==> config.mk <==
export PLATFORM = sky130hd
export DESIGN_NAME = var_pwm
export DESIGN_NICKNAME = d
export VERILOG_FILES = /design/src/rtl/pwm_pkg.sv /design/src/rtl/pwm_timebase.sv /design/src/rtl/pwm_cmp.sv /design/src/rtl/pwm_regs.sv /design/src/rtl/var_pwm.sv
export SDC_FILE = /design/constraint.sdc
export NUM_CORES = 1
export LEC_CHECK = 0
export ABC_CLOCK_PERIOD_IN_PS = 3100
export CORE_MARGIN = 3
export CORE_UTILIZATION = 54
export DETAILED_ROUTE_END_ITERATION = 8
export GPL_TIMING_DRIVEN = 0
export PLACE_DENSITY = 0.77
export RECOVER_POWER = 25
export SYNTH_ARGS = -nofsm -noshare
export SYNTH_HDL_FRONTEND = slang
export SYNTH_HIERARCHICAL = 1
export SYNTH_SLANG_ARGS = --single-unit
==> constraint.sdc <==
create_clock -name clk_i -period 3.1 [get_ports clk_i]
set_input_delay 0.31 -clock clk_i [delete_from_list [all_inputs] [get_ports clk_i]]
set_output_delay 0.31 -clock clk_i [all_outputs]
set_load 0.1 [all_outputs]
==> src/rtl/pwm_pkg.sv <==
package pwm_pkg;
  localparam int DATA_W   = 8;
  localparam int CNT_W    = 2 * DATA_W;
  localparam int LEN_W    = 3;
  localparam int BASE_LEN = 8;
  localparam int ADDR_W   = 2;

  localparam logic [ADDR_W-1:0] A_CFG  = 2'd0;
  localparam logic [ADDR_W-1:0] A_LO   = 2'd1;
  localparam logic [ADDR_W-1:0] A_HI   = 2'd2;
  localparam logic [ADDR_W-1:0] A_MODE = 2'd3;

  localparam int B_SEL  = 0;
  localparam int B_FLAG = 1;
  localparam int B_IE   = 2;
  localparam int B_AR16 = 3;
  localparam int B_LEN  = 4;

  typedef struct packed {
    logic [LEN_W-1:0] len;
    logic             ar16;
    logic             ie;
    logic             flag;
    logic             sel;
  } cfg_t;
endpackage

==> src/rtl/pwm_timebase.sv <==
module pwm_timebase
  import pwm_pkg::*;
#(
  parameter int CW = CNT_W,
  parameter int LW = LEN_W,
  parameter int BL = BASE_LEN
) (
  input  logic          clk_i,
  input  logic          rst_ni,
  input  logic [LW-1:0] len_i,
  input  logic          wide_i,
  output logic [CW-1:0] cnt_o,
  output logic [CW-1:0] mask_o,
  output logic          wrap_o
);
  logic [CW-1:0] cnt_q;
  logic [CW:0]   one_sh;

  always_ff @(posedge clk_i or negedge rst_ni) begin
    if (!rst_ni) cnt_q <= '0;
    else         cnt_q <= cnt_q + CW'(1);
  end

  always_comb begin
    one_sh = (CW+1)'(1) << (BL + 32'(len_i));
    mask_o = wide_i ? '1 : (one_sh[CW-1:0] - CW'(1));
  end

  assign wrap_o = (cnt_q & mask_o) == mask_o;
  assign cnt_o  = cnt_q;

  assert_cnt_step_R3: assert property (@(posedge clk_i) disable iff (!rst_ni)
    1'b1 |=> cnt_q == $past(cnt_q) + CW'(1));
endmodule

==> src/rtl/pwm_cmp.sv <==
module pwm_cmp
  import pwm_pkg::*;
#(
  parameter int CW = CNT_W
) (
  input  logic          clk_i,
  input  logic          rst_ni,
  input  logic [CW-1:0] cnt_i,
  input  logic [CW-1:0] mask_i,
  input  logic [CW-1:0] cmp_i,
  output logic          pwm_o
);
  logic [CW-1:0] cnt_m, cmp_m;
  assign cnt_m = cnt_i & mask_i;
  assign cmp_m = cmp_i & mask_i;
  assign pwm_o = cnt_m < cmp_m;

  assert_zero_duty_R3: assert property (@(posedge clk_i) disable iff (!rst_ni)
    (cmp_m == '0) |-> !pwm_o);
endmodule

==> src/rtl/pwm_regs.sv <==
module pwm_regs
  import pwm_pkg::*;
#(
  parameter int DW = DATA_W,
  parameter int CW = CNT_W,
  parameter int AW = ADDR_W
) (
  input  logic          clk_i,
  input  logic          rst_ni,
  input  logic          wr_i,
  input  logic [AW-1:0] addr_i,
  input  logic [DW-1:0] wdata_i,
  output logic [DW-1:0] rdata_o,
  input  logic          wrap_i,
  output cfg_t          cfg_o,
  output logic          wide_o,
  output logic [CW-1:0] cmp_o,
  output logic          irq_o
);
  cfg_t          cfg_q;
  logic          wide_q;
  logic [CW-1:0] cmp_q, rld_q;
  logic          long_mode, reload_ev, hw_set;
  logic          wr_cfg, wr_lo, wr_hi;

  assign long_mode = !wide_q && (cfg_q.len != '0);
  assign hw_set    = wrap_i && long_mode;
  assign reload_ev = wrap_i && (wide_q ? cfg_q.ar16 : long_mode);
  assign wr_cfg    = wr_i && (addr_i == A_CFG);
  assign wr_lo     = wr_i && (addr_i == A_LO);
  assign wr_hi     = wr_i && (addr_i == A_HI);

  always_ff @(posedge clk_i or negedge rst_ni) begin
    if (!rst_ni) begin
      cfg_q  <= '0;
      wide_q <= 1'b0;
      cmp_q  <= '0;
      rld_q  <= '0;
    end else begin
      if (wr_cfg) begin
        cfg_q.sel  <= wdata_i[B_SEL];
        cfg_q.flag <= wdata_i[B_FLAG];
        cfg_q.ie   <= wdata_i[B_IE];
        cfg_q.ar16 <= wdata_i[B_AR16];
        cfg_q.len  <= wdata_i[B_LEN +: LEN_W];
      end
      if (hw_set) cfg_q.flag <= 1'b1;  // hardware set beats software clear
      if (wr_i && addr_i == A_MODE) wide_q <= wdata_i[0];
      if (cfg_q.sel) begin
        if (wr_lo) rld_q[DW-1:0]  <= wdata_i;
        if (wr_hi) rld_q[CW-1:DW] <= wdata_i;
      end
      if (reload_ev) cmp_q <= rld_q;
      else if (!cfg_q.sel) begin
        if (wr_lo) cmp_q[DW-1:0]  <= wdata_i;
        if (wr_hi) cmp_q[CW-1:DW] <= wdata_i;
      end
    end
  end

  always_comb begin
    unique case (addr_i)
      A_CFG:   rdata_o = {1'b0, cfg_q};
      A_LO:    rdata_o = cfg_q.sel ? rld_q[DW-1:0]  : cmp_q[DW-1:0];
      A_HI:    rdata_o = cfg_q.sel ? rld_q[CW-1:DW] : cmp_q[CW-1:DW];
      default: rdata_o = {{(DW-1){1'b0}}, wide_q};
    endcase
  end

  assign cfg_o  = cfg_q;
  assign wide_o = wide_q;
  assign cmp_o  = cmp_q;
  assign irq_o  = cfg_q.flag & cfg_q.ie;

  assert_cfg_msb_R1: assert property (@(posedge clk_i) disable iff (!rst_ni)
    (addr_i == A_CFG) |-> !rdata_o[DW-1]);
  assert_reload_R4: assert property (@(posedge clk_i) disable iff (!rst_ni)
    (wrap_i && long_mode) |=> cmp_q == $past(rld_q));
  assert_hw_set_R6: assert property (@(posedge clk_i) disable iff (!rst_ni)
    (wrap_i && long_mode) |=> cfg_q.flag);
  assert_hw_wins_R7: assert property (@(posedge clk_i) disable iff (!rst_ni)
    (wrap_i && long_mode && wr_cfg && !wdata_i[B_FLAG]) |=> cfg_q.flag);
  assert_irq_gate_R8: assert property (@(posedge clk_i) disable iff (!rst_ni)
    irq_o |-> (cfg_q.ie && cfg_q.flag));
  assert_wide_reload_R9: assert property (@(posedge clk_i) disable iff (!rst_ni)
    (wrap_i && wide_q && cfg_q.ar16) |=> cmp_q == $past(rld_q));
  assert_plain_cmp_R10: assert property (@(posedge clk_i) disable iff (!rst_ni)
    (wide_q && !cfg_q.ar16 && !((wr_lo || wr_hi) && !cfg_q.sel)) |=> $stable(cmp_q));
endmodule

==> src/rtl/var_pwm.sv <==
module var_pwm
  import pwm_pkg::*;
(
  input  logic              clk_i,
  input  logic              rst_ni,
  input  logic              wr_i,
  input  logic [ADDR_W-1:0] addr_i,
  input  logic [DATA_W-1:0] wdata_i,
  output logic [DATA_W-1:0] rdata_o,
  output logic              pwm_o,
  output logic              irq_o
);
  cfg_t             cfg;
  logic             wide, wrap;
  logic [CNT_W-1:0] cnt, mask, cmp;

  pwm_timebase #(.CW(CNT_W), .LW(LEN_W), .BL(BASE_LEN)) i_timebase (
    .clk_i  (clk_i),
    .rst_ni (rst_ni),
    .len_i  (cfg.len),
    .wide_i (wide),
    .cnt_o  (cnt),
    .mask_o (mask),
    .wrap_o (wrap)
  );

  pwm_regs #(.DW(DATA_W), .CW(CNT_W), .AW(ADDR_W)) i_regs (
    .clk_i   (clk_i),
    .rst_ni  (rst_ni),
    .wr_i    (wr_i),
    .addr_i  (addr_i),
    .wdata_i (wdata_i),
    .rdata_o (rdata_o),
    .wrap_i  (wrap),
    .cfg_o   (cfg),
    .wide_o  (wide),
    .cmp_o   (cmp),
    .irq_o   (irq_o)
  );

  pwm_cmp #(.CW(CNT_W)) i_cmp (
    .clk_i  (clk_i),
    .rst_ni (rst_ni),
    .cnt_i  (cnt),
    .mask_i (mask),
    .cmp_i  (cmp),
    .pwm_o  (pwm_o)
  );
endmodule

==> run_results.csv <==
group,metric,value,unit
sta,fin_crit,3.45,ns
sta,final-setup-viol-count,14,
clock_tree,clk_latency,0.32,ns
yosys,synth_top_cell_by_area,"dfrtp_1",
grt,grt_max_degree,41,
detailed_routing,via_per_inst,5.92,
min_path,hp-start,"i_timebase/cnt_o[4]$_DFF_PN0_",
power_and_ir_drop,peakVddDrop,572,uV
critical_path,worstPathCellList,"or3_4 > ha_4 > a31oi_1 > nand2_1 > and2_1 > ha_2 > a21o_1 > a21o_1 > a221o_1 > a21oi_4 > buf_12",
sta,worst_pin_slew,0.976,ns
sta,rsz0062_at_grt,"true",
clock_tree,numCtsBuffers,5,
die,io_pins,23,
critical_path,crit_required,2.79,ns
critical_path,r2r_slack,-0.06,ns
power_and_ir_drop,p_per_area,601,nW/um2
sta,fin_tns_setup,-0.829,ns
yosys,synth_top_area_share,39.3,%
clock_tree,clockRootBuffer,"clkbuf_8",
grt,grt_pass1_wl,13.6,mm
layout,final_layout_size_suffix_gt1_share,35.2,%
critical_path,r2r_start,"i_regs/cfg_o[5]$_DFFE_PN0P_",
clock_tree,path_clk_slew,0.10,ns
sta,hold-worst-slack,0.493,ns
critical_path,slowest_delay,0.45,ns
layout,fillers,474,
yosys,ys_seq_elements,56,
min_path,min_path_cells,1,
critical_path,critPathMaxFanout,6,
layout,layout_commonest_cell,"dfrtp_1",
yosys,ys_seq_area_share,39.3,%
critical_path,cp-start-kind,"register",
min_path,whs_endpoint,"i_timebase/cnt_o[4]$_DFF_PN0_",
yosys,netlist_instances,328,
detailed_routing,vias,2715,
layout,seq_area,1400,um2
sta,slew_violations,0,
clock_tree,h-tree-depth,2,
detailed_routing,drt-total-wl,8.65,mm
detailed_routing,ant_nets,0,
sta,fin_ws,-0.349,ns
detailed_routing,route.detailed.drc,0,
grt,grt_overflow,0,
die,die_y,87.2,um
grt,antenna_found_initial,0,
critical_path,arrival,3.14,ns
clock_tree,cts_buffer_depth,2,
die,die_x,87.2,um
layout,n_antenna_cell,0,
layout,area_growth_syn_to_layout,21.8,%
sta,finalHoldViolCount,0,
clock_tree,cts_tree,"built",
critical_path,crit_path_end_kind,"primary output",
die,coreArea,6170,um2
sta,clock-skew-final,0.0134,ns
yosys,avgSynthCellArea,10.9,um2
layout,final_cell_mix,"dfrtp_1, mux2_2, buf_4",
layout,final_nets,413,
yosys,async_flop_share,100,%
min_path,hold_path.class,"register to register",
critical_path,worstSetupPathType,"register to primary output",
die,die_area,7610,um2
detailed_routing,wl_per_cell,18.8,um
grt,grt.total_usage,23.3,%
power_and_ir_drop,cellLeakagePower,1.98,nW
yosys,synthDistinctLibCells,55,
placement,numPortBuffers,21,
outcome,violations,"negative setup slack",
clock_tree,clock-sinks,56,
critical_path,crit_top_cell,"a21o_1",
yosys,yosysWarnings,6,
yosys,synth-edff-count,0,
critical_path,cp_top_family,"compound AO/OA/AOI/OAI gates",
critical_path,cp_num_buf_inv,1,
layout,fin_util,70.4,%
yosys,syn_area,3560,um2
yosys,synth_area_leaders,"dfrtp_1, mux2_2, ha_1",
critical_path,cp_slowest_cell,"dfrtp_1",
outcome,outcome,"finished with violations",
sta,maxSlewHeadroom,34.9,%
detailed_routing,dr.pass1.iters,4,
die,rows,28,
placement,dp_hpwl,5.88,mm
yosys,synthFlopType,"dfrtp_1",
placement,place.gp.congestion,0.855,
critical_path,rr_worst_depth,9,
sta,fmax,290,MHz
layout,multi_input_area,2220,um2
critical_path,r2r-end,"i_regs/cmp_o[3]$_DFFE_PN0P_",
grt,grt_pass1_vias,2682,
detailed_routing,drtIter0Drc,193,
power_and_ir_drop,finalPower,2.61,mW
sta,finalCritPeriodShare,111,%
job,maxCapViolations,0,
die,initial_core_util,57.8,%
[routing by layer]
metal  part of all wire [%]  GRT usage, %  vias to the layer above
li1                       -             -                     1284
met1                     45          32.7                     1356
met2                     47          37.3                       63
met3                    6.0          3.50                       12
met4                    1.7          6.69                        0
met5                      0             0                        -
[power breakdown]
group	internal (mW)	leakage, nW	switching (mW)	total [mW]
combinational	0.512	1.25	0.611	1.12
clock	0.167	0.0463	0.262	0.429
sequential	0.892	0.685	0.163	1.06
total	1.57	1.98	1.04	2.61
[area by class of cell]
cell class,count,area share [%]
Buffer,19,2.94
Clock buffer,5,1.59
Clock inverter,3,0.634
Inverter,7,0.605
Multi-Input combinational cell,252,51.1
Sequential cell,56,32.3
Tap cell,75,2.16
Timing Repair Buffer,42,8.65
[flip-flops by register name (all words and copies together), names as in the netlist]
signal,count
i_regs/cfg_o,7
i_regs/cmp_o,16
i_timebase/cnt_o,16
i_regs/wide_o,1
i_regs/rld_q,16
[cell usage after synthesis (4+ instances only)]
| cell | count |
|---|---|
| buf_2 | 6 |
| nand2_1 | 26 |
| xor2_1 | 4 |
| nor3_1 | 4 |
| mux2_1 | 18 |
| buf_4 | 8 |
| inv_1 | 7 |
| mux2_2 | 37 |
| a21oi_1 | 7 |
| nand3_1 | 8 |
| xnor2_1 | 11 |
| o21ai_0 | 11 |
| and2_1 | 17 |
| ha_1 | 17 |
| nor2_1 | 12 |
| dfrtp_1 | 56 |
| nand4_1 | 4 |
| a211o_1 | 7 |
| mux2i_1 | 13 |
[worst reg2reg max path, delay by kind of cell, from the launching register on]
| family | cells | cell delay (ns) |
|---|---|---|
| AO/OA/AOI/OAI | 4 | 1.17 |
| adder cells (fa/ha/maj) | 1 | 0.27 |
| buffers and inverters | 1 | 0.21 |
| flip-flops | 1 | 0.45 |
| multiplexers | 1 | 0.29 |
| AND/OR/NAND/NOR | 2 | 0.68 |
[cells by family after synthesis]
logic type,count (synthesis),share of synthesized area (%)
XOR/XNOR,15,3.69
AO/OA/AOI/OAI,47,10.2
AND/OR/NAND/NOR,97,15.3
adder cells (fa/ha/maj),17,5.97
flip-flops,56,39.3
other,1,0.105
buffers and inverters,27,4.32
multiplexers,68,21.0
[metrics by stage]
stage | worst slack (ns) | cell area (um2) | std cells
floorplan | -0.285 | 3600 | 335
CTS | -0.310 | 4220 | 455
global placement | -1.15 | 3910 | 431
global route | -0.424 | 4340 | 459
finish | -0.349 | 4340 | 459
detailed placement | -1.18 | 3920 | 432
[worst max-delay path by stage]
| stage | start | end | slack [ns] | cells past startpoint |
|---|---|---|---|---|
| final | i_regs/cfg_o[5]$_DFFE_PN0P_ | pwm_o | -0.35 | 11 |
| after CTS | i_regs/cfg_o[6]$_DFFE_PN0P_ | pwm_o | -0.31 | 12 |
| after detailed placement | i_regs/cfg_o[6]$_DFFE_PN0P_ | pwm_o | -1.18 | 12 |
| after global placement | i_regs/cfg_o[6]$_DFFE_PN0P_ | pwm_o | -1.15 | 12 |
| after global routing | i_regs/cfg_o[5]$_DFFE_PN0P_ | pwm_o | -0.42 | 11 |
| after floorplan | i_regs/cfg_o[6]$_DFFE_PN0P_ | pwm_o | -0.29 | 11 |
[what timing repair did]
item	CTS	global route
endpoints found under the setup margin	23	24
cloned	0	1
hold endpoints to repair	16	0
resized for setup	37	36
buffers inserted	14	4
pin swaps	15	9
hold buffers	1	0
No activity file was read; power rests on OpenSTA's default activity.
